**config.mk**
```make
export PLATFORM = sky130hd
export DESIGN_NAME = irq2_ctrl
export DESIGN_NICKNAME = d
export VERILOG_FILES = /design/src/rtl/irq2_pkg.sv /design/src/rtl/irq2_prio_enc.sv /design/src/rtl/irq2_level_split.sv /design/src/rtl/irq2_arbiter.sv /design/src/rtl/irq2_ctrl.sv
export SDC_FILE = /design/constraint.sdc
export NUM_CORES = 1
export LEC_CHECK = 0
export BUFFER_PORTS_ARGS = -buffer_cell sky130_fd_sc_hd__buf_4
export CORE_UTILIZATION = 59
export CTS_CLUSTER_SIZE = 30
export DETAILED_ROUTE_END_ITERATION = 16
export PLACE_DENSITY = 0.95
export SLEW_MARGIN = 20
export SYNTH_ARGS = -nofsm -noshare
export SYNTH_HDL_FRONTEND = slang
export SYNTH_SLANG_ARGS = --single-unit
```
**constraint.sdc**
```tcl
create_clock -name clk -period 3.9 [get_ports clk]
set_input_delay 0.78 -clock clk [delete_from_list [all_inputs] [get_ports clk]]
set_output_delay 0.78 -clock clk [all_outputs]
set_load 0.005 [all_outputs]
```
**src/rtl/irq2_pkg.sv**
```systemverilog
package irq2_pkg;

    typedef enum logic [1:0] {
        SEL_MASK   = 2'd0,
        SEL_STEER  = 2'd1,
        SEL_STATUS = 2'd2,
        SEL_NONE   = 2'd3
    } reg_sel_e;

    // packed so that e1 lands in bit 0 and a2 in bit 3 of the readback
    typedef struct packed {
        logic a2;
        logic a1;
        logic e2;
        logic e1;
    } lvl_flags_t;

    typedef struct packed {
        logic e2;
        logic e1;
    } en_pair_t;

    localparam int unsigned FLAG_W = 4;

endpackage

```
**src/rtl/irq2_prio_enc.sv**
```systemverilog
module irq2_prio_enc #(
    parameter int unsigned N = 32,
    localparam int unsigned W = (N > 1) ? $clog2(N) : 1
) (
    input  logic [N-1:0] vec,
    output logic         found,
    output logic [W-1:0] idx
);
    // scan downward so that the lowest set bit is written last and wins
    always_comb begin
        found = 1'b0;
        idx   = '0;
        for (int i = N - 1; i >= 0; i--) begin
            if (vec[i]) begin
                found = 1'b1;
                idx   = W'(i);
            end
        end
    end
endmodule

```
**src/rtl/irq2_level_split.sv**
```systemverilog
module irq2_level_split #(
    parameter int unsigned N = 32
) (
    input  logic [N-1:0] lines,
    input  logic [N-1:0] mask,
    input  logic [N-1:0] steer,
    output logic [N-1:0] cand_hi,
    output logic [N-1:0] cand_lo
);
    for (genvar g = 0; g < N; g++) begin : g_line
        logic live;
        assign live       = lines[g] & mask[g];
        assign cand_hi[g] = live & steer[g];
        assign cand_lo[g] = live & ~steer[g];
    end
endmodule

```
**src/rtl/irq2_arbiter.sv**
```systemverilog
module irq2_arbiter
    import irq2_pkg::*;
#(
    parameter int unsigned N = 32,
    localparam int unsigned W = (N > 1) ? $clog2(N) : 1
) (
    input  logic [N-1:0] cand_hi,
    input  logic [N-1:0] cand_lo,
    input  lvl_flags_t   flags,
    output logic         req,
    output logic [W-1:0] line,
    output logic         level
);
    logic         hi_found;
    logic         lo_found;
    logic [W-1:0] hi_idx;
    logic [W-1:0] lo_idx;
    logic         hi_ok;
    logic         lo_ok;

    irq2_prio_enc #(.N(N)) u_enc_hi (
        .vec   (cand_hi),
        .found (hi_found),
        .idx   (hi_idx)
    );

    irq2_prio_enc #(.N(N)) u_enc_lo (
        .vec   (cand_lo),
        .found (lo_found),
        .idx   (lo_idx)
    );

    always_comb begin
        hi_ok = hi_found & flags.e2 & ~flags.a2;
        lo_ok = lo_found & flags.e1 & ~flags.a1 & ~flags.a2;
        req   = hi_ok | lo_ok;
        level = hi_ok;
        line  = hi_ok ? hi_idx : (lo_ok ? lo_idx : '0);
    end
endmodule

```
**src/rtl/irq2_ctrl.sv**
```systemverilog
module irq2_ctrl
    import irq2_pkg::*;
#(
    parameter int unsigned NUM_LINES = 32,
    localparam int unsigned ID_W = $clog2(NUM_LINES)
) (
    input  logic                 clk,
    input  logic                 rst_n,
    input  logic [NUM_LINES-1:0] irq_lines,
    input  logic                 reg_we,
    input  logic [1:0]           reg_sel,
    input  logic [NUM_LINES-1:0] reg_wdata,
    output logic [NUM_LINES-1:0] reg_rdata,
    output logic                 irq_req,
    output logic [ID_W-1:0]      irq_line,
    output logic                 irq_level,
    input  logic                 irq_ack,
    input  logic                 irq_ret
);
    typedef struct packed {
        logic [NUM_LINES-1:0] mask;
        logic [NUM_LINES-1:0] steer;
        lvl_flags_t           st;
        en_pair_t             sav1;
        en_pair_t             sav2;
    } ctrl_state_t;

    ctrl_state_t r_d;
    ctrl_state_t r_q;

    logic [NUM_LINES-1:0] cand_hi;
    logic [NUM_LINES-1:0] cand_lo;
    logic                 take;
    reg_sel_e             sel;

    irq2_level_split #(.N(NUM_LINES)) u_split (
        .lines   (irq_lines),
        .mask    (r_q.mask),
        .steer   (r_q.steer),
        .cand_hi (cand_hi),
        .cand_lo (cand_lo)
    );

    irq2_arbiter #(.N(NUM_LINES)) u_arb (
        .cand_hi (cand_hi),
        .cand_lo (cand_lo),
        .flags   (r_q.st),
        .req     (irq_req),
        .line    (irq_line),
        .level   (irq_level)
    );

    assign sel  = reg_sel_e'(reg_sel);
    assign take = irq_req & irq_ack;

    always_comb begin
        unique case (sel)
            SEL_MASK:   reg_rdata = r_q.mask;
            SEL_STEER:  reg_rdata = r_q.steer;
            SEL_STATUS: reg_rdata = NUM_LINES'(r_q.st);
            default:    reg_rdata = '0;
        endcase
    end

    always_comb begin
        r_d = r_q;
        if (reg_we && sel == SEL_MASK)  r_d.mask  = reg_wdata;
        if (reg_we && sel == SEL_STEER) r_d.steer = reg_wdata;

        if (take) begin
            if (irq_level) begin
                r_d.sav2  = '{e2: r_q.st.e2, e1: r_q.st.e1};
                r_d.st.a2 = 1'b1;
                r_d.st.e2 = 1'b0;
                r_d.st.e1 = 1'b0;
            end else begin
                r_d.sav1  = '{e2: r_q.st.e2, e1: r_q.st.e1};
                r_d.st.a1 = 1'b1;
                r_d.st.e1 = 1'b0;
            end
        end else if (irq_ret) begin
            if (r_q.st.a2) begin
                r_d.st.a2 = 1'b0;
                r_d.st.e2 = r_q.sav2.e2;
                r_d.st.e1 = r_q.sav2.e1;
            end else if (r_q.st.a1) begin
                r_d.st.a1 = 1'b0;
                r_d.st.e2 = r_q.sav1.e2;
                r_d.st.e1 = r_q.sav1.e1;
            end
        end else if (reg_we && sel == SEL_STATUS && !r_q.st.a1 && !r_q.st.a2) begin
            r_d.st.e1 = reg_wdata[0];
            r_d.st.e2 = reg_wdata[1];
        end
    end

    always_ff @(posedge clk or negedge rst_n) begin
        if (!rst_n) r_q <= '0;
        else        r_q <= r_d;
    end
endmodule

```
Yosys cells after proc, flatten, opt, wreduce, memory -nomap -nowiden
Index checks and enable logic that the tools add are counted.
{"block": "word_totals", "in_bits": 71, "reg_bits": 72, "wordCells": 311, "output_inout_bits": 39}
{"block": "classes", "n_bitwise": 138, "mux": 141, "n_eq_ne": 6, "reduce_logical": 16}
{"cell": "5-bit two-way mux", "n": 66}
{"cell": "1-bit AND", "n": 102}
{"cell": "32-bit one-hot mux with 3 select lines", "n": 1}
{"cell": "1-bit two-way mux", "n": 68}
{"cell": "1-bit inverter", "n": 35}
{"cell": "2-bit two-way mux", "n": 5}
{"cell": "2-bit AND reduction", "n": 4}
{"cell": "3-bit AND reduction", "n": 2}
{"cell": "1-bit logical AND", "n": 5}
{"cell": "4-bit two-way mux", "n": 1}
{"cell": "2-bit != test (second input constant)", "n": 2}
{"cell": "4-bit by 1-bit != test with 1-bit output (second input constant)", "n": 1}
{"cell": "3-bit nonzero test", "n": 1}
{"cell": "2-bit by 1-bit equality test with 1-bit output (second input constant)", "n": 1}
{"cell": "2-bit equality test (second input constant)", "n": 1}
{"cell": "1-bit logical NOT", "n": 2}
{"cell": "2-bit logical NOT", "n": 1}
{"cell": "2-bit by 1-bit != test with 1-bit output (second input constant)", "n": 1}
{"cell": "2-bit nonzero test", "n": 1}
{"cell": "1-bit bitwise OR", "n": 1}

Longest topological paths before layout
{"block": "depth", "depth_word": 41, "ltp_mapped": 7, "ltp_nobuf": 7}

Modules after synthesis
Synthesis repeated with hierarchy kept, for this count alone.
{"block": "unflattened", "hier_cells": 451, "area_unflattened_um2": 4633.2}
{"module": "irq2_ctrl", "seq_area_each_um2": 1801.7, "instances": 1, "cells_each": 247, "area_per_inst_um2": 3285.7}
{"module": "irq2_prio_enc", "seq_area_each_um2": 0.0, "instances": 2, "cells_each": 65, "area_per_inst_um2": 370.4}
{"module": "irq2_level_split", "seq_area_each_um2": 0.0, "instances": 1, "cells_each": 64, "area_per_inst_um2": 520.5}
{"module": "irq2_arbiter", "seq_area_each_um2": 0.0, "instances": 1, "cells_each": 10, "area_per_inst_um2": 86.3}

Least setup slack after synthesis
OpenSTA, ideal clock, no wires.
{"block": "synth_path", "path_kind": "input-to-output", "start": "input irq_lines[4]", "end": "output irq_req", "cell_stages": 6, "slack_ns": 0.856, "t_required_ns": 3.120, "arrival_ns": 2.264, "n_path_buf": 0, "path_cell_list": "and3_4 nand4b_4 or4b_4 o21ai_4 inv_2 or2_4"}
{"block": "synth_via", "elab_cells_between_ends": 19, "cone_classes": "mux (10); bitwise (9)"}
{"element": "start, declared", "line": "irq2_ctrl.sv:9", "source": "input logic [NUM_LINES-1:0] irq_lines,"}
{"element": "1-bit AND", "line": "irq2_level_split.sv:12", "source": "assign live = lines[g] & mask[g];"}
{"element": "1-bit AND", "line": "irq2_level_split.sv:13", "source": "assign cand_hi[g] = live & steer[g];"}
{"element": "1-bit two-way mux (5 in a row)", "line": "irq2_prio_enc.sv:14", "source": "if (vec[i]) begin"}
{"element": "1-bit AND (2 in a row)", "line": "irq2_arbiter.sv:34", "source": "hi_ok = hi_found & flags.e2 & ~flags.a2;"}
{"element": "net irq_level", "line": "irq2_ctrl.sv:16", "source": "output logic irq_level,"}
{"element": "1-bit bitwise OR", "line": "irq2_arbiter.sv:36", "source": "req = hi_ok | lo_ok;"}
{"element": "end, declared", "line": "irq2_ctrl.sv:14", "source": "output logic irq_req,"}
The timed path passes the listed nets, and every way through them passes these cells.

Worst setup path in the final report
{"block": "layout_path", "start": "input irq_lines[4]", "end": "output irq_line[0]"}
{"block": "layout_via", "elab_chain_len": 12, "elab_cells_between_ends": 30, "cone_classes": "mux (22); bitwise (8)"}
{"element": "1-bit AND (*)", "line": "irq2_level_split.sv:12"}
{"element": "1-bit AND", "line": "irq2_level_split.sv:14", "source": "assign cand_lo[g] = live & ~steer[g];"}
{"element": "1-bit two-way mux (5 in a row)", "line": "irq2_prio_enc.sv:14"}
{"element": "1-bit AND (3 in a row)", "line": "irq2_arbiter.sv:35", "source": "lo_ok = lo_found & flags.e1 & ~flags.a1 & ~flags.a2;"}
{"element": "5-bit two-way mux", "line": "irq2_arbiter.sv:38", "source": "line = hi_ok ? hi_idx : (lo_ok ? lo_idx : '0);"}
{"element": "5-bit two-way mux (*)", "line": "irq2_arbiter.sv:38"}
{"element": "end, declared", "line": "irq2_ctrl.sv:15", "source": "output logic [ID_W-1:0] irq_line,"}
Every way passes the cells marked *; elsewhere a longest branch is shown, timed or not.

==> impl_table.tex <==
\begin{tabular}{lr}
\hline
Metric & Value \\
\hline
\multicolumn{2}{l}{\textbf{Detailed routing}} \\
Residual DRC & 0 \\
Total number of vias & approximately 4300 \\
Detailed Routing Iterations Pass 1 & 5 \\
Top layer reached by signal wires & met4 \\
Post-Route WL & 12700 um \\
Residual antenna-violating net count after detailed routing & 0 \\
Met3 routed wirelength & $\sim$770 um \\
Metal1 wirelength & 5280 um \\
Met2 Routed Length & 6240 um \\
Routed wire length per instance & 18.8 um \\
Violation count after the first detailed-route iteration & 337 \\
Average via count per standard cell & approximately 6.3 \\
\multicolumn{2}{l}{\textbf{Finish}} \\
Share of post-route cells with drive strength above 1 & $\sim$36\% \\
Filler Cells Inserted & 509 \\
Final \#Nets & 641 \\
Reg with most FFs & r\_q \\
N\_diodes & 0 \\
Layout overhead on the synthesized area & 23.8\% \\
Flip-flop count of the largest register after layout & 72 \\
Fin util & 77.4\% \\
Biggest regs & r\_q x72 \\
\multicolumn{2}{l}{\textbf{Global route}} \\
Global Route Usage Sum & between 30\% and 40\% \\
Remaining global-route overflow & 0 \\
Number of global-route vias before repair & approximately 4200 \\
First-pass GRT wire length & between 20000 and 25000 um \\
Antenna violations before repair & 0 \\
Largest net degree at the start of global routing & 73 \\
\multicolumn{2}{l}{\textbf{Timing}} \\
Endpoints failing hold & 0 \\
Final Cycle Share & around nine tenths \\
Unrepaired setup endpoints after global routing & no \\
Rel. slew slack & 38.9\% \\
Transition at the pin with the smallest max-transition slack & 0.916 ns \\
Setup Total Neg Slack & 0 ns \\
Tmin final & around 3.5 ns \\
Peak Freq & 289 MHz \\
Count of final setup violators & 0 \\
Fin. max-slew vios & 0 \\
Worst clock skew on the final layout & 0.0107 ns \\
\multicolumn{2}{l}{\textbf{Logic synthesis}} \\
Synth Instances & 461 \\
Flip-flop cell with the highest count after synthesis & dfrtp\_1 \\
Count leader, synth & dfrtp\_1 \\
Main area contributors after synthesis & dfrtp\_1 (39\%), mux2\_2 (16\%), mux2i\_1 (7.6\%) \\
Synthesized Nets & 532 \\
Average cell area after synthesis & 10.0 um\^{}2 \\
Number of warnings reported in the yosys synthesis log & 0 \\
Count of different cell masters after synthesis & 58 \\
Fraction of the yosys area taken by sequential cells & 38.9\% \\
Syn Std Cell Area & 4630 um\^{}2 \\
Most frequent cells after synthesis & dfrtp\_1 (72), mux2\_2 (65), nor2\_1 (43), nand3\_1 (37), mux2i\_1 (35) \\
Async set-reset flop share out of synthesis & 100\% \\
Largest area contributor in the netlist & dfrtp\_1 \\
Proportion of netlist area held by the largest area contributor & 38.9\% \\
EDFF count, synth & 0 \\
Number of synthesized register bits & 72 \\
\multicolumn{2}{l}{\textbf{Power and ir drop}} \\
Sequential power share & 39.1\% \\
Total power divided by cell area & 482 nW/um\^{}2 \\
Leakage & 2.68 nW \\
Sw Pwr & 0.000998 W \\
Combinational fraction of design power & 39.9\% \\
Maximum vdd drop & between 0.0002 and 0.0003 V \\
Switching Share & 36.2\% \\
Clock share of power & 21.0\% \\
Internal power consumption & about 0.0018 W \\
\multicolumn{2}{l}{\textbf{Floorplanning}} \\
Die extent in y & $\sim$91 um \\
Starting density of the core & 62.5\% \\
Placeable Area & roughly 7400 um\^{}2 \\
Number of placed I/O pins & 110 \\
Die width & roughly 91 um \\
\# rows & 31 \\
Total Die Area & 8210 um\^{}2 \\
\multicolumn{2}{l}{\textbf{Setup path}} \\
Sort of element at the end of the critical path & output pin \\
Setup CP Type & in2out \\
Highest fanout seen on the critical path & 10 \\
Cells along the critical path & buf\_4, and3\_4, nand4b\_4, or4b\_4, o21ai\_4, nand4\_1, o22ai\_1, buf\_4 \\
Data arrival at the endpoint of the critical path & 2.68 ns \\
Cell repeated most along the worst path & buf\_4 \\
Crit path largest cell delay & around 0.59 ns \\
Slowest cell on the critical path & or4b\_4 \\
Required arrival time at the worst endpoint & between 3 and 4 ns \\
Startpoint class of the critical path & primary input \\
\multicolumn{2}{l}{\textbf{Placed design}} \\
Buffers added on ports & 109 \\
Half-perimeter wire length after placement & 9250 um \\
Final RePlAce weighted congestion & roughly 0.89 \\
\multicolumn{2}{l}{\textbf{Clock network}} \\
Clock latency on the worst-skew pair & 0.36 ns \\
Clock tree buffer depth & 2 \\
Cts bufs inserted & 9 \\
Count of cells resized by post-cts repair & 0 \\
Count of clock tree sinks & 72 \\
Hold-fix buffers at CTS & 0 \\
Root Buffer & clkbuf\_8 \\
TritonCTS clock tree & yes \\
Postcts setup bufs & 0 \\
Post-CTS clock slew at the launch and capture registers of the worst setup and hold paths & 0.07 ns \\
H-tree levels & 3 \\
\multicolumn{2}{l}{\textbf{Hold path}} \\
Tightest Hold Check Type & reg2reg \\
\multicolumn{2}{l}{\textbf{Run status}} \\
Result of the run & finished, final reports clean \\
\multicolumn{2}{l}{\textbf{Job}} \\
Number of max-cap violations & 0 \\
\hline
\end{tabular}
[cells in the final DEF, fill, tap and decap left out, types with 2 or more instances in the layout]
cell type,count
nand4_1,15
and4_1,4
o21ai_0,17
a31oi_1,3
nand2b_1,8
and3b_1,9
buf_4,113
nand3_1,37
nand2_1,31
nor2_1,43
or4b_4,2
a41oi_1,2
dfrtp_1,72
a21oi_2,2
clkbuf_8,9
nor4bb_1,2
a211oi_1,3
a21o_1,3
nor3_1,4
nand3b_1,23
a21oi_1,11
clkinv_2,3
mux2i_1,35
mux2_2,65
and2_1,2
clkbuf_1,3
o2111ai_1,3
and3_1,2
o31ai_1,3
nor2b_1,9
o211ai_1,6
[power by group through the flow]
stage	sequential (W)	clock [W]	combinational, W
2_1_floorplan	0.00102	0	0.000727
3_3_place_gp	0.00106	0	0.00104
3_5_place_dp	0.00108	0	0.00108
4_1_cts	0.00107	0.000576	0.00109
5_1_grt	0.00110	0.000608	0.00119
6_report	0.00108	0.000580	0.00110
[layout make-up]
class | instances | area (um^2) | area share, %
multi-input cells | 372 | 2770 | 48.3
flip-flops and latches | 72 | 1800 | 31.4
repair buffers | 113 | 848 | 14.8
clock buffers | 12 | 135 | 2.36
well taps | 99 | 124 | 2.16
clock inverters | 4 | 45.0 | 0.786
inverters | 2 | 7.51 | 0.131
[kinds of logic after synthesis]
logic type,after synthesis,synth area share (%)
AO/OA/AOI/OAI,67,10.4
buffers and inverters,17,1.38
flip-flops,72,38.9
multiplexers,101,23.6
AND/OR/NAND/NOR,204,25.7
[worst paths after layout]
kind,startpoint,end,slack (ns),cells after the start
worst max-delay path,irq_lines[4],irq_line[0],0.44,8
worst min-delay path,r_q[2]$_DFFE_PN0P_,r_q[2]$_DFFE_PN0P_,0.47,1
worst max register to register,r_q[31]$_DFFE_PN0P_,r_q[3]$_DFFE_PN0P_,1.55,6
worst min register to register,r_q[2]$_DFFE_PN0P_,r_q[2]$_DFFE_PN0P_,0.47,1
max in group asynchronous,rst_n,r_q[31]$_DFFE_PN0P_,2.76,1
min in group asynchronous,rst_n,r_q[50]$_DFFE_PN0P_,0.55,1
[per-stage QoR]
stage	cell area (um^2)	total power [W]	hold slack, ns	setup WS [ns]	cells
4_1_cts	5730	0.00274	0.473	0.460	674
3_5_place_dp	5550	0.00217	0.453	0.452	658
3_3_place_gp	5550	0.00211	0.450	0.530	658
5_1_grt	5730	0.00289	0.499	0.349	674
2_1_floorplan	4630	0.00175	0.434	0.856	461
6_report	5730	0.00276	0.471	0.443	674
[critical path, delay by kind of cell]
| kind | cells | cell delay (ns) |
|---|---|---|
| AOI/OAI and AO/OA | 2 | 0.52 |
| buffers and inverters | 2 | 0.28 |
| and+or+nand+nor | 4 | 1.09 |
[per-layer routing]
metal | vias up | track usage (%)
li1 | 1963 | -
met1 | 2054 | 38.0
met2 | 198 | 53.2
met3 | 37 | 5.13
met4 | 0 | 14.8
met5 | - | 0
Note: power is estimated with default switching activity, not from simulation.
